===== config.mk =====
export PLATFORM = sky130hd
export DESIGN_NAME = vli_ctrl
export DESIGN_NICKNAME = d
export VERILOG_FILES = /design/src/rtl/vli_pkg.sv /design/src/rtl/vli_evt_detect.sv /design/src/rtl/vli_pend_bit.sv /design/src/rtl/vli_ctrl.sv
export SDC_FILE = /design/constraint.sdc
export NUM_CORES = 1
export LEC_CHECK = 0
export ABC_AREA = 1
export BUFFER_PORTS_ARGS = -buffer_cell sky130_fd_sc_hd__buf_2
export CAP_MARGIN = 10
export CORE_AREA = 2 2 39 41
export DETAILED_ROUTE_END_ITERATION = 7
export DIE_AREA = 0 0 41 43
export GPL_TIMING_DRIVEN = 0
export SYNTH_ARGS = -nofsm -noshare
export SYNTH_HDL_FRONTEND = slang
export SYNTH_SLANG_ARGS = --single-unit

===== constraint.sdc =====
create_clock -name clk -period 0.8 [get_ports clk]
set_input_delay 0.08 -clock clk [delete_from_list [all_inputs] [get_ports clk]]
set_output_delay 0.08 -clock clk [all_outputs]
set_load 0.01 [all_outputs]

===== src/rtl/vli_pkg.sv =====
package vli_pkg;
    localparam int NUM_SRC = 3;

    typedef enum int unsigned {
        SRC_VSYNC = 0,
        SRC_LINE_A = 1,
        SRC_LINE_B = 2
    } src_e;

    typedef logic [NUM_SRC-1:0] src_vec_t;

    typedef struct packed {
        logic     wr;
        src_vec_t data;
    } reg_wr_t;

    function automatic src_vec_t wr_mask(reg_wr_t w);
        return w.wr ? w.data : '0;
    endfunction
endpackage


===== src/rtl/vli_evt_detect.sv =====
module vli_evt_detect
    import vli_pkg::*;
#(
    parameter int LINE_W = 10,
    parameter int LINE_A = 21,
    parameter int LINE_B = 284
) (
    input  logic              clk,
    input  logic              rst,
    input  logic              vsync_i,
    input  logic [LINE_W-1:0] line_num_i,
    input  logic              line_strobe_i,
    output src_vec_t          evt_o
);
    localparam int NUM_LINE_SRC = NUM_SRC - 1;

    logic vsync_q;

    always_ff @(posedge clk) begin
        if (rst) vsync_q <= 1'b0;
        else     vsync_q <= vsync_i;
    end

    assign evt_o[SRC_VSYNC] = vsync_i & ~vsync_q;

    for (genvar i = 0; i < NUM_LINE_SRC; i++) begin : g_line
        localparam logic [LINE_W-1:0] MATCH = LINE_W'(i == 0 ? LINE_A : LINE_B);
        assign evt_o[i+1] = line_strobe_i && (line_num_i == MATCH);
    end
endmodule


===== src/rtl/vli_pend_bit.sv =====
module vli_pend_bit (
    input  logic clk,
    input  logic rst,
    input  logic set_i,
    input  logic clr_i,
    output logic q_o
);
    always_ff @(posedge clk) begin
        if (rst)        q_o <= 1'b0;
        else if (set_i) q_o <= 1'b1;
        else if (clr_i) q_o <= 1'b0;
    end
endmodule


===== src/rtl/vli_ctrl.sv =====
module vli_ctrl
    import vli_pkg::*;
#(
    parameter int LINE_W = 10,
    parameter int LINE_A = 21,
    parameter int LINE_B = 284
) (
    input  logic              clk,
    input  logic              rst,
    input  logic              vsync_i,
    input  logic [LINE_W-1:0] line_num_i,
    input  logic              line_strobe_i,
    input  logic              en_wr_i,
    input  logic [2:0]        en_wdata_i,
    input  logic              clr_wr_i,
    input  logic [2:0]        clr_wdata_i,
    output logic              irq_o,
    output logic [2:0]        pending_o
);
    src_vec_t evt_w;
    src_vec_t en_q;
    src_vec_t clr_w;
    src_vec_t pend_w;
    reg_wr_t  clr_req;

    vli_evt_detect #(
        .LINE_W(LINE_W),
        .LINE_A(LINE_A),
        .LINE_B(LINE_B)
    ) u_det (
        .clk          (clk),
        .rst          (rst),
        .vsync_i      (vsync_i),
        .line_num_i   (line_num_i),
        .line_strobe_i(line_strobe_i),
        .evt_o        (evt_w)
    );

    always_ff @(posedge clk) begin
        if (rst)          en_q <= '0;
        else if (en_wr_i) en_q <= en_wdata_i;
    end

    always_comb begin
        clr_req.wr   = clr_wr_i;
        clr_req.data = clr_wdata_i;
        clr_w        = wr_mask(clr_req);
    end

    for (genvar i = 0; i < NUM_SRC; i++) begin : g_pend
        vli_pend_bit u_bit (
            .clk  (clk),
            .rst  (rst),
            .set_i(evt_w[i] & en_q[i]),
            .clr_i(clr_w[i]),
            .q_o  (pend_w[i])
        );
    end

    assign pending_o = pend_w;
    assign irq_o     = |pend_w;
endmodule


After elaboration in Yosys (flattened, before gate mapping)
Index checks and enable logic that the tools add are counted.

operators by class
  add/subtract/negate cells = 0
  multipliers = 0
  divide/modulo/power cells = 0
  magnitude comparators = 0
  eq/ne operators = 2
  shift operators = 0
  multiplexer cells = 7
  bitwise gates (word level) = 5
  reductions and logical operators = 6

operators with widths
  operator             count
  $eq 10x5->1 const B  1
  $eq 10x9->1 const B  1
  $mux 1               6
  $reduce_bool 2->1    3
  $and 1x1->1          4
  $mux 3               1
  $reduce_or 3->1      1
  $logic_and 1x1->1    2
  $not 1->1            1

storage, ports and cells
  register bits after elaboration = 7
  latch bits = 0
  memory bits (writable) = 0
  memory bits (read-only) = 0
  input port bits = 22
  output and inout bits = 4
  logic and storage cells = 25
  memories = 0

Depth between registers and ports, before layout
  word-level depth = 4
  depth in mapped cells = 5
  gate-level depth less buffers = 5

Cells and area by module
A second synthesis with hierarchy kept.

second synthesis, totals
  cells, all modules = 73
  area total of the unflattened synthesis = 409.1 sq um

by module, submodules not included
  module          times used  cells an instance  area an instance (sq um)  seq. area each (sq um)
  vli_ctrl        1           34                 176.4                     60.1
  vli_pend_bit    3           5                  40.0                      20.0
  vli_evt_detect  1           24                 112.6                     20.0

Worst setup path after synthesis
No wires, ideal clock.

  path type = flip-flop to output port
  start point = register g_pend[2].u_bit.q_o
  end point = output port irq_o
  arrival = 703 ps
  required time = 720 ps
  path slack = 17 ps
  cell stages (with the launch flop) = 2
  path buffers = 0
  cell sequence = dfxtp_1 -> or3_1

on the way
  word-level cells in the longest chain between the ends = 1

RTL lines
  what                      line                source
  start: declaration        vli_pend_bit.sv:6   output logic q_o
  start signal: assignment  vli_pend_bit.sv:9   if (rst) q_o <= 1'b0;
  start signal: assignment  vli_pend_bit.sv:10  else if (set_i) q_o <= 1'b1;
  start signal: assignment  vli_pend_bit.sv:11  else if (clr_i) q_o <= 1'b0;
  $reduce_or 3->1           vli_ctrl.sv:61      assign irq_o = |pend_w;
  end: declaration          vli_ctrl.sv:17      output logic irq_o,

No other way between the ends.

Worst setup path in the final report
  start point = register g_pend[1].u_bit.q_o
  end point = output port irq_o

on the way
  word-level cells in the longest chain between the ends = 1

RTL lines
  what                      line
  start: declaration        vli_pend_bit.sv:6
  start signal: assignment  vli_pend_bit.sv:9
  start signal: assignment  vli_pend_bit.sv:10
  start signal: assignment  vli_pend_bit.sv:11
  $reduce_or 3->1           vli_ctrl.sv:61

No other way between the ends.

==> qor.csv <==
stage,metric,value,unit
run_status,status,finished with violations,
run_status,failing checks,negative setup slack,
timing,ratio of final minimum period to clock period,140,%
synth,syn nets,80,
clocking,H-tree Lvls,1,
synth,"Seq/Total Area, Yosys",39.2,%
synth,Synth async-reset ratio,0,%
clocking,CTS Root Cell,clkbuf_4,
power_and_ir_drop,Gate power share,14.1,%
place,DP Cell Count,99,
die,top-level port count,26,
place,HPWL after DPL,619,um
grt,largest net degree at the start of global routing,8,
die,initial core utilization,25.9,%
cells_and_area,# fillers,149,
drt,total number of vias,409,
setup_path,WS Path Type,reg -> out,
setup_path,WP data required,720,ps
grt,first-pass GRT wire length,1140,um
cells_and_area,fin area,578,um2
cells_and_area,nets,112,
clocking,worst skew pair latency,240,ps
synth,dominant cells by area after synthesis,"dfxtp_1 39%, nand2_1 23%, inv_1 10%",
timing,Final Worst Setup Slack,-318,ps
power_and_ir_drop,switch share,22.3,%
timing,slew of the pin with the lowest slew margin,117,ps
cells_and_area,area grow syn2layout,61.5,%
synth,share of the synthesized area in the top cell type,39.2,%
power_and_ir_drop,worst vdd ir,599,uV
power_and_ir_drop,switching power,176,uW
clocking,TritonCTS clock tree,done,
setup_path,Register-to-Register Path Depth,4,
place,gp weighted congestion,0.702,
timing,RSZ-0062 raised after global routing,true,
drt,1st-pass router iterations,4,
cells_and_area,# diodes,0,
cells_and_area,post-route insts no fill,105,
synth,prevailing post-synth register cell,dfxtp_1,
synth,yosys warns,0,
grt,GRT Util Overall,9.37,%
clocking,CTS Sinks,7,
die,die span in x,41,um
power_and_ir_drop,sequential power share,46.8,%
clocking,clk slew on worst S/H paths,50,ps
synth,Synth area leader,dfxtp_1,
setup_path,Worst Path Arrival,1040,ps
timing,Max Clock Freq,894,MHz
synth,"EDFF count, synth",0,
drt,Via density,3.90,
synth,Netlist cell types,9,
timing,fin. max-slew vios,0,
synth,mean area per synthesized cell,6.17,um2
clocking,cts hold-fix bufs,0,
grt,vias in the first global route,329,
power_and_ir_drop,clock power share,39.0,%
worst_hold_path,WHS Path Cells,3,
drt,WL per Instance,7.34,um
grt,gr ovfl total,0,
cells_and_area,share of layout cells above drive strength 1,44.9,%
timing,post-route minimum period,1120,ps
setup_path,Critical Path Start Type,flip-flop,
power_and_ir_drop,Pwr Total,788,uW
worst_hold_path,Hold WC Path Type,in -> reg,
synth,Yosys reg bits,7,
drt,# DRC,0,
drt,Final ANT Viol Nets,0,
power_and_ir_drop,Power Internal,612,uW
timing,Final Hold Vio Count,0,
drt,final WL,771,um
place,PortBufs,25,
place,Post-DP Area,503,um2
clocking,cts bufs inserted,3,
timing,endpoints failing setup,4,
power_and_ir_drop,Pwr Density,1360,nW/um2
timing,Setup Skew,0.0615,ps
synth,Syn Inst Count,58,
die,Die Area,1760,um2
drt,DRT iter0 DRCs,5,
synth,"count leader, synth",nand2_1,
power_and_ir_drop,Pleak,0.322,nW
synth,Synth Cell Area,358,um2
synth,synth cell count leaders,"22 x nand2_1, 10 x inv_1, 7 x dfxtp_1",
setup_path,crit end category,output pin,
die,row cnt,14,
timing,relative slew slack,92.2,%
run,MaxCap Viol Count,0,
die,CORE AREA,1380,um2
clocking,CTS Buffer Depth,2,
setup_path,CP max FO,2,
grt,antenna violations before repair,0,
die,DIE HEIGHT,43,um
## layout by cell type, fill, tap and decap left out, drive strengths merged
master and count:
clkbuf 4, nand2 22, nand3 2, or3 1
dfxtp 7, inv 10, a21oi 6, buf 30
nor2 7
## stage by stage
step / hold slack [ps] / setup TNS, ps / utilization [%] / worst slack, ps
after global placement: 295 / -70.5 / 36.3 / -70.5
after detailed placement: 302 / -68.9 / 36.3 / -68.9
after floorplan: 149 / 0 / - / 16.6
after CTS: 51.8 / -648 / 40.1 / -324
final: 51.4 / -716 / 41.8 / -318
after global routing: 82.3 / -929 / 41.8 / -354
## sequential cells by signal (all words and copies together), names as in the netlist
register,cells
en_q,3
g_pend.u_bit.q_o,3
u_det.vsync_q,1
## worst paths after layout
check,start,endpoint,slack [ps]
worst min register to register,en_q[0],en_q[0],460
worst max-delay path,g_pend[1].u_bit.q_o,irq_o,-320
worst min-delay path,vsync_i,u_det.vsync_q,50
worst max register to register,g_pend[2].u_bit.q_o,g_pend[2].u_bit.q_o,40
## worst max-delay path: stages, from the launching register on
cell,delay [ps]
dfxtp_2,310
or3_1,350
buf_2,140
## final cells by class
| type | count | area, um2 | area share, % |
|---|---|---|---|
| Timing Repair Buffer | 29 | 179 | 31.0 |
| Multi-Input combinational cell | 38 | 163 | 28.1 |
| Sequential cell | 7 | 145 | 25.1 |
| Inverter | 10 | 37.5 | 6.49 |
| Clock buffer | 4 | 26.3 | 4.55 |
| Tap cell | 16 | 20.0 | 3.46 |
| Buffer | 1 | 7.51 | 1.30 |
## power groups by stage
stage	Combinational (mW)	Sequential, mW	Clock (mW)
2_1_floorplan	0.0452	0.373	0
3_3_place_gp	0.109	0.375	0
3_5_place_dp	0.111	0.375	0
4_1_cts	0.111	0.367	0.313
5_1_grt	0.131	0.369	0.336
6_report	0.111	0.369	0.308
## metal layers
metal  wire length (um)  vias to the layer above  global-route usage [%]
met5                  0                        -                       0
met4                  0                        0                    6.00
met1                324                      161                    12.3
met3                 68                        0                    1.57
li1                   -                      233                       -
met2                379                       15                    13.4
## what timing repair did
action / CTS / global route
endpoints found under the setup margin: 4 / 6
pin swaps: 0 / 6
resized for setup: 5 / 6
setup buffers: 2 / 2
## cell families after synthesis
group           after synthesis  share of synthesized area, %
simple gates                 32                          35.7
flops                         7                          39.2
compound gates                6                          8.39
buf+inv                      13                          16.8
(Power assumes the default switching activity.)
